`src/rtl/misalign_trap_pkg.sv`:
```
package misalign_trap_pkg;
  typedef enum logic [2:0] {
    MODE_DISP    = 3'd0,
    MODE_IND     = 3'd1,
    MODE_POSTINC = 3'd2,
    MODE_POSTDEC = 3'd3,
    MODE_ABS     = 3'd4,
    MODE_PREDEC  = 3'd5
  } mtu_mode_e;

  typedef struct packed {
    logic accessGo;
    logic baseWr;
    logic takeAe;
    logic takeIll;
  } mtu_strobe_t;
endpackage

```
`src/rtl/mtu_ctrl.sv`:
```
module mtu_ctrl
  import misalign_trap_pkg::*;
#(
  parameter int IDX_W  = 4,
  parameter int SP_IDX = 15
) (
  input  logic              reqValid,
  input  logic              reqStore,
  input  mtu_mode_e         mode,
  input  logic [IDX_W-1:0]  baseIdx,
  input  logic              addrOdd,
  output mtu_strobe_t       strb
);
  localparam logic [IDX_W-1:0] SpIdx = IDX_W'(SP_IDX);

  logic illegal;
  logic modifies;

  always_comb begin
    illegal  = reqValid && reqStore && (mode == MODE_POSTDEC) && (baseIdx == SpIdx);
    modifies = (mode == MODE_POSTINC) || (mode == MODE_POSTDEC) || (mode == MODE_PREDEC);
    strb.takeIll  = illegal;
    strb.takeAe   = reqValid && !illegal && addrOdd;
    strb.accessGo = reqValid && !illegal && !addrOdd;
    strb.baseWr   = strb.accessGo && modifies;
  end
endmodule

```
`src/rtl/mtu_dpath.sv`:
```
module mtu_dpath
  import misalign_trap_pkg::*;
#(
  parameter int          ADDR_W   = 16,
  parameter int          PC_W     = 18,
  parameter int          PSW_W    = 16,
  parameter logic [PC_W-1:0]  AE_VEC   = 18'h3FF0C,
  parameter logic [PSW_W-1:0] PSW_KEEP = 16'h000D
) (
  input  logic              clk,
  input  logic              rst,
  input  mtu_mode_e         mode,
  input  logic              reqPair,
  input  logic [ADDR_W-1:0] baseVal,
  input  logic [ADDR_W-1:0] offsetVal,
  input  logic [PC_W-1:0]   curPc,
  input  logic [PSW_W-1:0]  curPsw,
  input  mtu_strobe_t       strb,
  output logic              addrOdd,
  output logic [ADDR_W-1:0] effAddr,
  output logic [ADDR_W-1:0] pairAddr,
  output logic [ADDR_W-1:0] baseNext,
  output logic              aeTaken,
  output logic              illTaken,
  output logic              redirectEn,
  output logic [PC_W-1:0]   redirectPc,
  output logic [PC_W-1:0]   savedPc,
  output logic [PSW_W-1:0]  savedPsw,
  output logic [PSW_W-1:0]  newPsw
);
  localparam logic [ADDR_W-1:0] WordStep = ADDR_W'(2);
  localparam logic [ADDR_W-1:0] PairStep = ADDR_W'(4);

  logic [ADDR_W-1:0] stepSz;

  always_comb begin
    stepSz = reqPair ? PairStep : WordStep;
    unique case (mode)
      MODE_DISP:   effAddr = offsetVal + baseVal;
      MODE_ABS:    effAddr = offsetVal;
      MODE_PREDEC: effAddr = baseVal - stepSz;
      default:     effAddr = baseVal;
    endcase
    unique case (mode)
      MODE_POSTINC: baseNext = baseVal + stepSz;
      MODE_POSTDEC: baseNext = baseVal - stepSz;
      MODE_PREDEC:  baseNext = effAddr;
      default:      baseNext = baseVal;
    endcase
    pairAddr = effAddr + WordStep;
    addrOdd  = effAddr[0];
  end

  always_ff @(posedge clk) begin
    if (rst) begin
      aeTaken    <= 1'b0;
      illTaken   <= 1'b0;
      redirectEn <= 1'b0;
      redirectPc <= '0;
      savedPc    <= '0;
      savedPsw   <= '0;
      newPsw     <= '0;
    end else begin
      aeTaken    <= strb.takeAe;
      illTaken   <= strb.takeIll;
      redirectEn <= strb.takeAe || strb.takeIll;
      if (strb.takeIll) begin
        redirectPc <= curPc;
      end else if (strb.takeAe) begin
        redirectPc <= AE_VEC;
      end
      if (strb.takeAe) begin
        savedPc  <= curPc;
        savedPsw <= curPsw;
        newPsw   <= curPsw & PSW_KEEP;
      end
    end
  end
endmodule

```
`src/rtl/misalign_trap_unit.sv`:
```
module misalign_trap_unit
  import misalign_trap_pkg::*;
#(
  parameter int ADDR_W = 16,
  parameter int PC_W   = 18,
  parameter int PSW_W  = 16,
  parameter int IDX_W  = 4,
  parameter int SP_IDX = 15,
  parameter logic [PC_W-1:0]  AE_VEC   = 18'h3FF0C,
  parameter logic [PSW_W-1:0] PSW_KEEP = 16'h000D
) (
  input  logic              clk,
  input  logic              rst,
  input  logic              reqValid,
  input  logic              reqStore,
  input  logic              reqPair,
  input  logic [2:0]        reqMode,
  input  logic [ADDR_W-1:0] baseVal,
  input  logic [ADDR_W-1:0] offsetVal,
  input  logic [IDX_W-1:0]  baseIdx,
  input  logic [PC_W-1:0]   curPc,
  input  logic [PSW_W-1:0]  curPsw,
  output logic [ADDR_W-1:0] effAddr,
  output logic [ADDR_W-1:0] pairAddr,
  output logic              accessEn,
  output logic              baseWrEn,
  output logic [ADDR_W-1:0] baseNext,
  output logic              aeTaken,
  output logic              illTaken,
  output logic              redirectEn,
  output logic [PC_W-1:0]   redirectPc,
  output logic [PC_W-1:0]   savedPc,
  output logic [PSW_W-1:0]  savedPsw,
  output logic [PSW_W-1:0]  newPsw
);
  mtu_mode_e   mode;
  mtu_strobe_t strb;
  logic        addrOdd;

  assign mode     = mtu_mode_e'(reqMode);
  assign accessEn = strb.accessGo;
  assign baseWrEn = strb.baseWr;

  mtu_ctrl #(.IDX_W(IDX_W), .SP_IDX(SP_IDX)) u_ctrl (
    .reqValid(reqValid), .reqStore(reqStore), .mode(mode),
    .baseIdx(baseIdx), .addrOdd(addrOdd), .strb(strb)
  );

  mtu_dpath #(
    .ADDR_W(ADDR_W), .PC_W(PC_W), .PSW_W(PSW_W),
    .AE_VEC(AE_VEC), .PSW_KEEP(PSW_KEEP)
  ) u_dpath (
    .clk(clk), .rst(rst), .mode(mode), .reqPair(reqPair),
    .baseVal(baseVal), .offsetVal(offsetVal), .curPc(curPc), .curPsw(curPsw),
    .strb(strb), .addrOdd(addrOdd), .effAddr(effAddr), .pairAddr(pairAddr),
    .baseNext(baseNext), .aeTaken(aeTaken), .illTaken(illTaken),
    .redirectEn(redirectEn), .redirectPc(redirectPc), .savedPc(savedPc),
    .savedPsw(savedPsw), .newPsw(newPsw)
  );
endmodule

```
`config.mk`:
```
export PLATFORM = sky130hd
export DESIGN_NAME = misalign_trap_unit
export DESIGN_NICKNAME = d
export VERILOG_FILES = /design/src/rtl/misalign_trap_pkg.sv /design/src/rtl/mtu_ctrl.sv /design/src/rtl/mtu_dpath.sv /design/src/rtl/misalign_trap_unit.sv
export SDC_FILE = /design/constraint.sdc
export NUM_CORES = 1
export LEC_CHECK = 0
export BUFFER_PORTS_ARGS = -buffer_cell sky130_fd_sc_hd__buf_2
export CORE_UTILIZATION = 40
export DETAILED_ROUTE_END_ITERATION = 7
export PLACE_DENSITY = 0.76
export SLEW_MARGIN = 20
export SYNTH_ARGS = -nofsm -noshare
export SYNTH_HDL_FRONTEND = slang
export SYNTH_SLANG_ARGS = --single-unit
```
`constraint.sdc`:
```
create_clock -name clk -period 3 [get_ports clk]
set_input_delay 0.15 -clock clk [delete_from_list [all_inputs] [get_ports clk]]
set_output_delay 0.15 -clock clk [all_outputs]
set_load 0.01 [all_outputs]
```
**After elaboration in Yosys (flattened, before gate mapping)**

Index checks and enable logic that the tools add are counted.

- Register bits after elaboration: 58
- Output and inout port bits: 121

- Add/subtract/negate cells: 4
- Equality and inequality tests: 5
- Mux-type cells: 5
- Reductions and logical operators: 14

Operators by type and width:

| operator | count |
|---|---|
| $pmux W16 S3 | 2 |
| $mux W18 | 2 |
| $add A16 B16 Y16 | 2 |
| $add A16 B2 Y16 const B | 1 |
| $sub A16 B16 Y16 | 1 |
| $logic_and A1 B1 Y1 | 7 |
| $eq A3 B2 Y1 const B | 2 |
| $eq A3 B3 Y1 const B | 2 |
| $eq A4 B4 Y1 const B | 1 |
| $logic_not A3 Y1 | 1 |
| $logic_or A1 B1 Y1 | 3 |
| $mux W3 | 1 |
| $logic_not A1 Y1 | 2 |
| $reduce_bool A2 Y1 | 1 |

**Logic depth before layout (Yosys ltp)**

- Word-level depth: 8
- Depth in mapped cells: 15
- Gate-level depth less buffers: 15

**By module**

Synthesis repeated with hierarchy kept, for this count alone.

- Cells, all modules: 641
- Area total of the unflattened synthesis: 4822.1 um2

Modules (own cells, without submodules):

| module | instances | cells each | area an instance (um2) | sequential area each (um2) |
|---|---|---|---|---|
| mtu_dpath | 1 | 630 | 4740.8 | 1101.1 |
| mtu_ctrl | 1 | 11 | 81.3 | 0.0 |

**Worst setup path before layout**

OpenSTA, ideal clock, no wires.

- Kind: input port to output port
- Start: in reqPair
- End: out pairAddr[15]
- Arrival time: 2903 ps
- Data required time: 2850 ps
- Path slack: -53 ps
- Stages: 13
- Path buffers: 0
- Cell sequence: inv_1 ha_1 inv_1 fa_1 nor4_4 nand3b_2 or4_4 nor3_4 xnor2_1 a31oi_1 a311oi_1 nor2_2 xnor2_1

- Longest elaborated chain between the ends: 4

RTL lines:

| what | RTL line | RTL |
|---|---|---|
| from (decl) | misalign_trap_unit.sv:16 | `input logic reqPair,` |
| $mux W3 | mtu_dpath.sv:37 | `stepSz = reqPair ? PairStep : WordStep;` |
| $sub A16 B16 Y16 | mtu_dpath.sv:41 | `MODE_PREDEC: effAddr = baseVal - stepSz;` |
| $pmux W16 S3 | mtu_dpath.sv:38 | `unique case (mode)` |
| net effAddr[15] | misalign_trap_unit.sv:23 | `output logic [ADDR_W-1:0] effAddr,` |
| $add A16 B2 Y16 | mtu_dpath.sv:50 | `pairAddr = effAddr + WordStep;` |
| to (decl) | misalign_trap_unit.sv:24 | `output logic [ADDR_W-1:0] pairAddr,` |

The timed path passes the listed nets, and every way through them passes these cells.

**Worst setup path after layout**

- Start: in baseVal[1]
- End: out pairAddr[15]

- Longest elaborated chain between the ends: 3
- Elaborated cells on any way between the ends: 4
- Those cells by class: add/sub: 3; mux: 1

RTL lines:

| what | RTL line | RTL |
|---|---|---|
| from (decl) | misalign_trap_unit.sv:18 | `input logic [ADDR_W-1:0] baseVal,` |
| $sub A16 B16 Y16 or $add A16 B16 Y16 (tied branches) | mtu_dpath.sv:41, mtu_dpath.sv:39 |  |
| $pmux W16 S3 (*) | mtu_dpath.sv:38 |  |
| $add A16 B2 Y16 (*) | mtu_dpath.sv:50 |  |

Every way passes the cells marked *; elsewhere a longest branch is shown, timed or not.

==> results list <==
- Result of the run: complete, no violations
- Start point of the worst hold path: curPsw[15]
- In this run the critical register-to-register path is captured at u_dpath.redirectPc[12]$_SDFFE_PP0P_.
* Worst endpoint data arrival time: 2.84 ns
- TritonCTS built the clock tree.
- Compared with the post-synthesis result, the final layout area differs by 32.9%.
- The die covers 12000 sq um.
- At the later pin of the worst-skew pair, clock insertion delay measures 0.29 ns.
- The first routing iteration left 269 violations.
- Initial Util: 0.418
- Number of I/O port buffers: 185
- After clock tree synthesis, the clock-pin slew on the worst setup and hold paths is 0.07 ns.
- The via count of the first global-routing pass came to 4771.
* CP startpoint: baseVal[1]
* Area inside the core boundary: 11000 sq um
- Setup slack of the most critical reg-to-reg path: 2.27 ns
- Largest net degree at the start of global routing: 56
* Net total in the final layout: 940
- Routability-driven placement finished with a final weighted congestion of 0.929.
* Combinational Power Share: 0.369
* Class of the tightest hold or removal check: in -> reg
- Highest Clock Rate: 335 MHz
* Width of the die: 109 um
* Count of final hold-check violations: 0
- The critical path ends at pairAddr[15].
- Relative contribution of sequential cells to total power: 0.345
* Final core occ: 0.556
* TritonCTS buffer count: 5
- The first global-routing pass estimated 22600 um of wire.
- Yosys mapped the design onto 76 distinct sky130hd cell types.
- The final count of pins violating max slew is 0.
- After synthesis, the most frequently instantiated cells are sky130_fd_sc_hd__nand2_1, sky130_fd_sc_hd__a21oi_1, sky130_fd_sc_hd__dfxtp_1, sky130_fd_sc_hd__nor2_1, sky130_fd_sc_hd__nor3_1.
- Depth of the most critical reg-to-reg path: 2
* First-pass DRT Iterations: 5
* Syn Std Cell Area: 4610 sq um
- 0 antenna diodes ended up in the layout.
* Bufs on Longest Clock Path: 2
- Between clock sinks in the finished design, the worst skew comes to 0 ns.
- Across every metal layer, demand over resource in global routing totals 0.239.
* RSZ-0062 raised after global routing: true
* Proportion of netlist area held by the largest area contributor: 0.239
- Clock root buffer: sky130_fd_sc_hd__clkbuf_16
- Hpwl dp: 11400 um
- Setup slack of the critical path after layout: 0.0133 ns
- In the finished design, the share of the clock period the worst path needs comes to 0.996.
- Clock network fraction of design power: 0.286
* Switching power share of the total: 0.336
- The critical path is of the in -> out type.
- Height of the chip: 109 um
- Worst setup SP type: input pin
- VDD sags by at most 419 uV.
- For the finished layout, the period the worst path requires is 2.99 ns.
- Final routed wirelength across all metal layers: 14800 um
- After synthesis, the mean cell area works out to 7.11 sq um.
- GR Overflow Total: 0
- Count of yosys warnings during synthesis: 0
- NetSw: 769 uW
* Reg2reg start: u_dpath.redirectPc[12]$_SDFFE_PP0P_
- For this run, design rule violations remaining after detail routing come to 0.
- CTS built an H-tree with a depth of 2.
* Fraction of layout instances using a drive strength above 1: 0.345
* Most used flip-flop cell after synthesis: sky130_fd_sc_hd__dfxtp_1
- Actual slew at the worst max-slew pin: 0.987 ns
* Setup Viol. Count Final: 0
* Number of antenna violations at the first check in global routing: 0
- Std-Cell Rows: 38
* Syn Inst Count: 649
- Async SR Flop Fraction: 0
- Leading cell types by total area after synthesis: sky130_fd_sc_hd__dfxtp_1, sky130_fd_sc_hd__nand2_1, sky130_fd_sc_hd__a21oi_1, sky130_fd_sc_hd__ha_1, sky130_fd_sc_hd__nor2_1
- Slew Limit Headroom: 0.342
- Number of buffers inserted by hold repair at cts: 0
- Number of enable-type register cells in the synthesized netlist: 0
* Count leader, synth: sky130_fd_sc_hd__nand2_1
- The share of the Yosys chip area taken by registers is 0.239.
* Number of flip-flops and latches in the synthesized netlist: 55
- Standby leakage power: 2.77 nW
- The largest total area in the synthesized netlist belongs to sky130_fd_sc_hd__dfxtp_1.
- Dividing the detail-routed via count by the number of cells gives 5.46.
* Count of max-cap constraint violations: 0
- Cell internal power was estimated by the tool at 1.52 mW.
* Via total after detailed routing: 5355
- Total I/O pin count: 199
- Setup WS pre-CTS: -0.117 ns
- Once detail routing completed, the nets flagged for antenna violations numbered 0.
- Dividing the detail-routed wire length by the instance count gives 15.1 um.
* CTS Sinks: 55
* Critical Path Sink Type: output pin
- Post-layout total power: 2.29 mW
- For the worst setup path, the data required time is 2.85 ns.
- CP Max Fanout: 3
- Dividing total power by cell area gives a power density of 373 nW/um^2.
## worst min-delay path by stage
stage,to,slack (ns),cells after the start
CTS,u_dpath.savedPsw[15]$_SDFFE_PP0P_,0.08,3
detailed placement,u_dpath.savedPsw[11]$_SDFFE_PP0P_,0.39,3
global route,u_dpath.savedPsw[8]$_SDFFE_PP0P_,0.09,3
floorplan,u_dpath.savedPc[0]$_SDFFE_PP0P_,0.29,2
finish,u_dpath.savedPsw[15]$_SDFFE_PP0P_,0.09,3
global placement,u_dpath.savedPsw[0]$_SDFFE_PP0P_,0.39,3
## routing by layer
layer,part of all wire,GRT usage
met2,0.48,0.415
met5,0,0
met3,0.088,0.0421
met4,0.030,0.0962
met1,0.40,0.292
## layout make-up
| type | instances | area, sq um |
|---|---|---|
| clock buffer | 6 | 129 |
| clock inverter | 2 | 38.8 |
| fill | 1096 | 4900 |
| inverter | 16 | 67.6 |
| multi-input combinational | 527 | 3280 |
| sequential | 55 | 1100 |
| tap | 140 | 175 |
| timing repair buffer | 234 | 1340 |
## cells by family (layout without fill, tap and decap cells)
| family | Yosys count | after routing | synth area share |
|---|---|---|---|
| AND/OR/NAND/NOR | 290 | 290 | 0.316 |
| flip-flops | 55 | 55 | 0.239 |
| AO/OA/AOI/OAI | 165 | 165 | 0.225 |
| multiplexers | 3 | 3 | 0.00651 |
| other | 1 | 13 | 0.000813 |
| XOR/XNOR | 33 | 33 | 0.0627 |
| buffers and inverters | 79 | 258 | 0.0833 |
| adder cells (fa/ha/maj) | 23 | 23 | 0.0673 |
## per-stage QoR
step / setup TNS [ns] / std cells / instance area (sq um) / hold slack, ns
6_report: 0 / 980 / 6130 / 0.0931
5_1_grt: -0.375 / 980 / 6130 / 0.0876
4_1_cts: 0 / 973 / 5960 / 0.0837
3_5_place_dp: -0.255 / 965 / 5780 / 0.395
3_3_place_gp: -0.0122 / 965 / 5780 / 0.390
2_1_floorplan: 0 / 661 / 4670 / 0.286
## timing repair
action / CTS / global route
gates resized for setup: 2 / 31
pin swaps: 4 / 17
cloned: 0 / 0
setup endpoints to repair: 5 / 9
buffers inserted: 0 / 7
## state kept, by name (all words and copies together), names as in the netlist
register            count
u_dpath.redirectPc     18
u_dpath.savedPc        18
u_dpath.savedPsw       16
u_dpath.aeTaken         1
u_dpath.illTaken        1
u_dpath.redirectEn      1
## critical path, cell delays in order
cell and delay (ns):
sky130_fd_sc_hd__buf_8 0.10, sky130_fd_sc_hd__inv_6 0.05, sky130_fd_sc_hd__ha_4 0.12, sky130_fd_sc_hd__inv_2 0.04
sky130_fd_sc_hd__fa_2 0.55, sky130_fd_sc_hd__inv_2 0.04, sky130_fd_sc_hd__a21oi_2 0.14, sky130_fd_sc_hd__o22ai_2 0.10
sky130_fd_sc_hd__a21oi_2 0.15, sky130_fd_sc_hd__ha_2 0.21, sky130_fd_sc_hd__inv_2 0.04, sky130_fd_sc_hd__a211oi_2 0.27
sky130_fd_sc_hd__and4_4 0.29, sky130_fd_sc_hd__nor2b_4 0.13, sky130_fd_sc_hd__nand4_1 0.14, sky130_fd_sc_hd__xnor2_2 0.17
sky130_fd_sc_hd__buf_2 0.14
## placed cells by master, fill, tap and decap left out, types with 4 or more instances in the layout
| master | instances |
|---|---|
| sky130_fd_sc_hd__a211oi_1 | 6 |
| sky130_fd_sc_hd__a21oi_1 | 69 |
| sky130_fd_sc_hd__a21oi_2 | 4 |
| sky130_fd_sc_hd__a31oi_1 | 9 |
| sky130_fd_sc_hd__and3_1 | 5 |
| sky130_fd_sc_hd__buf_2 | 183 |
| sky130_fd_sc_hd__buf_4 | 47 |
| sky130_fd_sc_hd__clkbuf_16 | 5 |
| sky130_fd_sc_hd__conb_1 | 13 |
| sky130_fd_sc_hd__dfxtp_1 | 55 |
| sky130_fd_sc_hd__ha_1 | 18 |
| sky130_fd_sc_hd__inv_1 | 10 |
| sky130_fd_sc_hd__inv_2 | 4 |
| sky130_fd_sc_hd__nand2_1 | 111 |
| sky130_fd_sc_hd__nand2b_1 | 8 |
| sky130_fd_sc_hd__nand3_1 | 19 |
| sky130_fd_sc_hd__nand4_1 | 11 |
| sky130_fd_sc_hd__nor2_1 | 52 |
| sky130_fd_sc_hd__nor2b_1 | 8 |
| sky130_fd_sc_hd__nor3_1 | 33 |
| sky130_fd_sc_hd__nor3b_1 | 5 |
| sky130_fd_sc_hd__o21ai_0 | 17 |
| sky130_fd_sc_hd__o21ai_1 | 4 |
| sky130_fd_sc_hd__o21ai_2 | 4 |
| sky130_fd_sc_hd__o22ai_1 | 9 |
| sky130_fd_sc_hd__o31ai_1 | 5 |
| sky130_fd_sc_hd__xnor2_1 | 15 |
| sky130_fd_sc_hd__xor2_1 | 17 |
## power by group through the flow
stage / Combinational [mW] / Clock, mW / Sequential [mW]
global placement: 0.796 / 0 / 0.804
CTS: 0.807 / 0.669 / 0.789
floorplan: 0.479 / 0 / 0.825
finish: 0.843 / 0.655 / 0.789
global route: 0.930 / 0.692 / 0.794
detailed placement: 0.803 / 0 / 0.805
Power figures use the tool's default switching activity.
